`src/rtl/vcg_pkg.sv`:
```
// Shared types for the video clamp and gain controller.
package vcg_pkg;
    typedef enum logic [1:0] {
        CLAMP_HOLD = 2'd0,
        CLAMP_UP   = 2'd1,
        CLAMP_DOWN = 2'd2
    } clamp_cmd_t;
endpackage

```
`src/rtl/vcg_clamp_cmp.sv`:
```
// Clamp comparator: compares samples with the black-level target inside the
// back-porch window and registers an up/down/hold command.
// Assumes the window and blanking inputs are synchronous to clk.
module vcg_clamp_cmp
    import vcg_pkg::*;
#(
    parameter int SW         = 9,
    parameter int LUMA_LVL   = 120,
    parameter int CHROMA_LVL = 256
) (
    input  logic          clk,
    input  logic          rst_n,
    input  logic [SW-1:0] sample,
    input  logic          win,
    input  logic          vblank,
    input  logic          chroma,
    output clamp_cmd_t    cmd
);
    localparam logic [SW-1:0] LUMA_T   = SW'(LUMA_LVL);
    localparam logic [SW-1:0] CHROMA_T = SW'(CHROMA_LVL);

    logic [SW-1:0] target;

    // pick the target level for the channel type
    always_comb target = chroma ? CHROMA_T : LUMA_T;

    // register the clamp decision, frozen during vertical blanking
    always_ff @(posedge clk) begin
        if (!rst_n)
            cmd <= CLAMP_HOLD;
        else if (!vblank) begin
            if (!win)
                cmd <= CLAMP_HOLD;
            else if (sample < target)
                cmd <= CLAMP_UP;
            else if (sample > target)
                cmd <= CLAMP_DOWN;
            else
                cmd <= CLAMP_HOLD;
        end
    end

    assert_hold_outside_R3: assert property (@(posedge clk) disable iff (!rst_n)
        (!win && !vblank) |=> cmd == CLAMP_HOLD);
    assert_frozen_clamp_R7: assert property (@(posedge clk) disable iff (!rst_n)
        vblank |=> $stable(cmd));
    assert_legal_cmd_R1: assert property (@(posedge clk) disable iff (!rst_n)
        cmd != 2'd3);
endmodule

```
`src/rtl/vcg_sync_meter.sv`:
```
// Sync meter: tracks the minimum sample inside the sync-bottom window, flags
// white-peak overshoots since the last window close, and pulses line_end on
// the first clock after the window falls.
// Assumes one gain window per line.
module vcg_sync_meter #(
    parameter int SW       = 9,
    parameter int PEAK_LVL = 510
) (
    input  logic          clk,
    input  logic          rst_n,
    input  logic [SW-1:0] sample,
    input  logic          win,
    input  logic          vblank,
    input  logic          peak_en,
    output logic [SW-1:0] bottom,
    output logic          peak_seen,
    output logic          line_end
);
    localparam logic [SW-1:0] PEAK_T = SW'(PEAK_LVL);

    logic win_d;
    logic peak_q;
    logic peak_now;

    // window delay for edge detection
    always_ff @(posedge clk) begin
        if (!rst_n) win_d <= 1'b0;
        else        win_d <= win;
    end

    // window close pulse
    always_comb line_end = win_d && !win;

    // overshoot in the present cycle
    always_comb peak_now = peak_en && !vblank && (sample >= PEAK_T);

    // peak flag including the present sample
    always_comb peak_seen = peak_q || peak_now;

    // running minimum inside the window
    always_ff @(posedge clk) begin
        if (!rst_n)
            bottom <= '1;
        else if (win && !vblank && (!win_d || sample < bottom))
            bottom <= sample;
    end

    // sticky peak flag, cleared at each window close
    always_ff @(posedge clk) begin
        if (!rst_n)        peak_q <= 1'b0;
        else if (line_end) peak_q <= 1'b0;
        else if (peak_now) peak_q <= 1'b1;
    end

    assert_peak_cleared_R5: assert property (@(posedge clk) disable iff (!rst_n)
        line_end |=> !peak_q);
    assert_bottom_is_min_R4: assert property (@(posedge clk) disable iff (!rst_n)
        (win && win_d && !vblank) |=> bottom <= $past(bottom));
endmodule

```
`src/rtl/vcg_gain_step.sv`:
```
// Gain stepper: once per line moves the gain code by one step from the sync
// bottom level, with a white-peak decrease taking priority; loads the static
// gain when AGC is off. Saturates at both ends.
// Assumes line_end pulses at most once per line.
module vcg_gain_step #(
    parameter int SW       = 9,
    parameter int GW       = 8,
    parameter int BOT_HI   = 24,
    parameter int BOT_LO   = 8,
    parameter int GAIN_RST = 128
) (
    input  logic          clk,
    input  logic          rst_n,
    input  logic          line_end,
    input  logic [SW-1:0] bottom,
    input  logic          peak_seen,
    input  logic          agc_en,
    input  logic          vblank,
    input  logic [GW-1:0] static_gain,
    output logic [GW-1:0] gain
);
    localparam logic [GW-1:0] GMAX = '1;
    localparam logic [GW-1:0] GMIN = '0;
    localparam logic [SW-1:0] HI_T = SW'(BOT_HI);
    localparam logic [SW-1:0] LO_T = SW'(BOT_LO);

    logic want_dn;
    logic want_up;

    // direction of the line step, peak first
    always_comb begin
        want_dn = peak_seen || (bottom < LO_T);
        want_up = !want_dn && (bottom > HI_T);
    end

    // gain register with saturation and blanking freeze
    always_ff @(posedge clk) begin
        if (!rst_n)
            gain <= GW'(GAIN_RST);
        else if (!vblank) begin
            if (!agc_en)
                gain <= static_gain;
            else if (line_end && want_dn && gain != GMIN)
                gain <= gain - 1'b1;
            else if (line_end && want_up && gain != GMAX)
                gain <= gain + 1'b1;
        end
    end

    assert_frozen_gain_R7: assert property (@(posedge clk) disable iff (!rst_n)
        vblank |=> $stable(gain));
    assert_static_load_R8: assert property (@(posedge clk) disable iff (!rst_n)
        (!agc_en && !vblank) |=> gain == $past(static_gain));
    assert_one_step_R4: assert property (@(posedge clk) disable iff (!rst_n)
        agc_en |=> (gain == $past(gain) || gain == $past(gain) + 1'b1
                    || gain == $past(gain) - 1'b1));
    assert_no_wrap_R9: assert property (@(posedge clk) disable iff (!rst_n)
        (agc_en && gain == GMAX) |=> gain != GMIN);
    assert_peak_priority_R5: assert property (@(posedge clk) disable iff (!rst_n)
        (line_end && agc_en && !vblank && peak_seen && gain != GMIN)
        |=> gain == $past(gain) - 1'b1);
endmodule

```
`src/rtl/vid_clamp_gain.sv`:
```
// Top of the video clamp and gain controller: joins the clamp comparator,
// the sync meter and the gain stepper for one ADC channel.
// Assumes all strobes are generated in the clk domain by line timing logic.
module vid_clamp_gain
    import vcg_pkg::*;
#(
    parameter int SW       = 9,
    parameter int GW       = 8,
    parameter int GAIN_RST = 128
) (
    input  logic          clk,
    input  logic          rst_n,
    input  logic [SW-1:0] sample,
    input  logic          clamp_win,
    input  logic          gain_win,
    input  logic          vblank,
    input  logic          chroma_sel,
    input  logic          agc_en,
    input  logic          peak_en,
    input  logic [GW-1:0] static_gain,
    output logic [1:0]    clamp_cmd,
    output logic [GW-1:0] gain_code
);
    clamp_cmd_t    cmd;
    logic [SW-1:0] bottom;
    logic          peak_seen;
    logic          line_end;

    vcg_clamp_cmp #(.SW(SW)) u_clamp (
        .clk(clk), .rst_n(rst_n), .sample(sample), .win(clamp_win),
        .vblank(vblank), .chroma(chroma_sel), .cmd(cmd)
    );

    vcg_sync_meter #(.SW(SW)) u_meter (
        .clk(clk), .rst_n(rst_n), .sample(sample), .win(gain_win),
        .vblank(vblank), .peak_en(peak_en), .bottom(bottom),
        .peak_seen(peak_seen), .line_end(line_end)
    );

    vcg_gain_step #(.SW(SW), .GW(GW), .GAIN_RST(GAIN_RST)) u_gain (
        .clk(clk), .rst_n(rst_n), .line_end(line_end), .bottom(bottom),
        .peak_seen(peak_seen), .agc_en(agc_en), .vblank(vblank),
        .static_gain(static_gain), .gain(gain_code)
    );

    // expose the command as a plain vector
    always_comb clamp_cmd = cmd;
endmodule

```
`config.mk`:
```
export PLATFORM = sky130hd
export DESIGN_NAME = vid_clamp_gain
export DESIGN_NICKNAME = d
export VERILOG_FILES = /design/src/rtl/vcg_pkg.sv /design/src/rtl/vcg_clamp_cmp.sv /design/src/rtl/vcg_sync_meter.sv /design/src/rtl/vcg_gain_step.sv /design/src/rtl/vid_clamp_gain.sv
export SDC_FILE = /design/constraint.sdc
export NUM_CORES = 1
export LEC_CHECK = 0
export ABC_AREA = 1
export BUFFER_PORTS_ARGS = -buffer_cell sky130_fd_sc_hd__buf_2
export CELL_PAD_IN_SITES_DETAIL_PLACEMENT = 1
export CELL_PAD_IN_SITES_GLOBAL_PLACEMENT = 2
export CORE_MARGIN = 5
export CORE_UTILIZATION = 30
export CTS_CLUSTER_SIZE = 20
export DETAILED_ROUTE_END_ITERATION = 10
export PLACE_DENSITY_LB_ADDON = 0.3
export RECOVER_POWER = 100
export SYNTH_ARGS = -nofsm -noshare
export SYNTH_HDL_FRONTEND = slang
export SYNTH_SLANG_ARGS = --single-unit
export TNS_END_PERCENT = 100
```
`constraint.sdc`:
```
create_clock -name clk -period 4.9 [get_ports clk]
set_input_delay 0.735 -clock clk [delete_from_list [all_inputs] [get_ports clk]]
set_output_delay 0.735 -clock clk [all_outputs]
set_load 0.02 [all_outputs]
```
==> metrics.md <==
| Metric | Value |
|---|---|
| Drt drc | `0` |
| Max-Slew Margin vs Limit | `0.505` |
| Yosys warns | `0` |
| Worst Tran Pin Value | `0.742 ns` |
| Power Density | `206 mW/mm^2` |
| Hold Slack | `0.461 ns` |
| Fin crit period | `2.83 ns` |
| CP startpoint kind | `input port` |
| Yosys top cell by area | `dfxtp_1` |
| Cell Area, Synth | `0.00178 sq mm` |
| Clock tree root driver cell | `clkbuf_8` |
| CTS max path bufs | `2` |
| Vias in the first global route | `1,845` |
| CTS clock-pin slew for the worst setup and hold paths | `0.08 ns` |
| CP Data Arrival Time | `2.99 ns` |
| Crit path max fanout | `6` |
| Critical path depth | `15` |
| Crit. End Element | `flip-flop` |
| Reg2reg end | `u_gain.gain[5]$_SDFFE_PN0P_` |
| Leak | `1.04 nW` |
| Post-CTS setup buffers | `0` |
| First-pass GRT wire length | `8.71 mm` |
| Iteration-0 DRC Markers | `47` |
| FMAX | `354 MHz` |
| Vias/cell | `4.74` |
| Dpl cells | `367` |
| Peak supply drop | `0.0000726 V` |
| Final Hold Viols | `0` |
| Post-Syn Instances | `260` |
| Finished Layout Cells | `371` |
| Total grt overflow | `0` |
| Crit-path cells | `clkbuf_1 > nand2_1 > nor2_1 > nand3_2 > nand3_1 > nand2_1 > inv_1 > ha_1 > a21oi_1 > nand2_1 > a21boi_0 > and2_1 > o21ai_0 > nor2_1 > nor2_2` |
| FP Rows | `28` |
| DR WL/cell | `13.6 microns` |
| Hold Crit Class | `flip-flop to flip-flop` |
| Die Ht | `87.1 microns` |
| Power Total | `0.000423 W` |
| Buf+Inv Stages, Crit Path | `2` |
| Max cap viols | `0` |
| Pin count of the biggest net entering global routing | `16` |
| Worst r2r src | `u_gain.gain[3]$_SDFFE_PN0P_` |
| Die X | `87.1 microns` |
| Crit path from | `sample[4]` |
| Die Area | `0.00758 sq mm` |
| Setup TNS Final | `0 ns` |
| Main synth FF type | `dfxtp_1` |
| Setup crit end | `u_gain.gain[5]$_SDFFE_PN0P_` |
| Final setup vio count | `0` |
| DR pass1 iterations | `4` |
| Routed WL | `5.06 mm` |
| Critical path type | `input port to flip-flop` |
| CTS tree | `built` |
| Ant. Diodes | `0` |
| Most common cell after layout, fill and taps aside | `nand2_1` |
| Critical path's slowest cell | `ha_1` |
| IO Pins | `35` |
| Async S/R FF share, synth | `0` |
| Syn_nets | `305` |
| EDFF count, synth | `0` |
| Crit-path leading delay family | `simple AND/OR/NAND/NOR gates` |
| DR vias | `1,760` |
| Clock Latency Late Sink | `0.26 ns` |
| Dpl hpwl | `4.13 mm` |
| Reg2reg path depth | `14` |
| DP Area | `0.00204 sq mm` |
| Clock H-tree levels | `1` |
| Initial antenna violation count | `0` |
| Hold_sp | `u_clamp.cmd[0]$_SDFFE_PN0N_` |
| GRT Total Usage | `0.143` |
| Clock skew | `0.00151 ns` |
| Post-synthesis sequential area ratio | `0.236` |
| Post-CTS Hold Buffers | `0` |
| Synth Area per Inst | `6.86 sq um` |
| Synth area leaders | `dfxtp_1 (24%), ha_1 (13%), nand2_1 (12%)` |
| Run status | `completed` |
| Number of nets in the layout | `342` |
| GPL Wtd Cong | `0.780` |
| Share of the synthesized area in the top cell type | `0.236` |
| Antenna viol nets, final | `0` |
| Buffers added on ports | `34` |
| Reg-to-reg slack, setup | `2.35 ns` |
| Area grow syn2layout | `14.9%` |
| CTS Buf Count | `3` |
| Commonest cells after routing, fill and taps aside | `nand2_1 (62), nand3_1 (34), inv_1 (33)` |
| Post_cts resized | `0` |
| Initial Util | `0.305` |
| Worst path most repeated cell | `nand2_1` |
| Layout cell share with drive strength beyond 1 | `0.179` |
| Clk sinks | `21` |
| Core ar. | `0.00585 sq mm` |
| CP max stage delay | `0.33 ns` |
| Flops & latches, synth | `21` |
| Count of different cell masters after synthesis | `32` |
| CP Data Required Time | `5.07 ns` |
| RSZ-0062 raised after global routing | `no` |
| Fin. max-slew vios | `0` |
| Final Cycle Share | `0.577` |
| Finished Cell Area | `0.00205 sq mm` |
## state kept, by name, indices dropped and copies added (netlist names)
name	flops
u_meter.peak_q	1
u_clamp.cmd	2
u_gain.gain	8
u_meter.bottom	9
u_meter.win_d	1
## tightest hold or removal path: cells and delay by family, from the launching register on
kind / cells / cell delay (ns)
AO/OA/AOI/OAI: 1 / 0.05
flip-flops: 1 / 0.32
AND/OR/NAND/NOR: 1 / 0.05
## worst min path at each step
stage / endpoint / slack (ns) / cells past startpoint
detailed placement: u_meter.bottom[2]$_SDFFE_PN1P_ / 0.45 / 2
global route: u_clamp.cmd[0]$_SDFFE_PN0N_ / 0.50 / 2
finish: u_clamp.cmd[0]$_SDFFE_PN0N_ / 0.46 / 2
floorplan: u_meter.bottom[0]$_SDFFE_PN1P_ / 0.43 / 2
global placement: u_meter.bottom[2]$_SDFFE_PN1P_ / 0.44 / 2
CTS: u_clamp.cmd[0]$_SDFFE_PN0N_ / 0.46 / 2
## cell families after synthesis
logic type	after synthesis	share of synthesized area
and+or+nand+nor	144	0.410
adders and majority gates	20	0.145
buffers and inverters	38	0.0800
xor gates and xnor gates	3	0.0147
AOI/OAI and AO/OA	33	0.109
muxes	1	0.00561
DFF	21	0.236
## layout make-up
cell class                 instances  area [sq um]
sequential                        21           420
clock buffer                       4          45.0
timing repair buffer              34           154
inverter                          36           135
fill                             756          3800
multi-input combinational        201          1200
tap                               75          93.8
## power by group
| group | switching, W | internal (W) |
|---|---|---|
| Sequential | 0.0000114 | 0.000181 |
| Combinational | 0.0000701 | 0.0000405 |
| Clock | 0.0000614 | 0.0000581 |
| Total | 0.000143 | 0.000280 |
## routing by layer
layer,routed length [microns],track usage,share of wire
met1,2370,0.179,0.47
met2,2490,0.260,0.49
met3,138,0.0218,0.027
met4,68,0.0279,0.013
met5,0,0,0
## through the flow
step	setup WS (ns)	util
after global routing	1.73	0.350
after floorplan	2.49	-
after detailed placement	2.08	0.349
after global placement	2.08	0.349
after CTS	2.36	0.356
final	2.07	0.350
## synthesized netlist by cell type (2+ instances only)
cell type / number
nand2_2: 7
nor2_1: 19
nor2_2: 10
xnor2_1: 2
o21ai_0: 9
ha_1: 19
inv_2: 2
nand2_4: 2
a21oi_1: 14
inv_1: 33
dfxtp_1: 21
nand3_2: 4
clkbuf_1: 2
o211ai_1: 2
nor2_4: 3
nand4_1: 2
a21oi_2: 4
nand3_1: 33
nand2_1: 59
(Power assumes the default switching activity.)
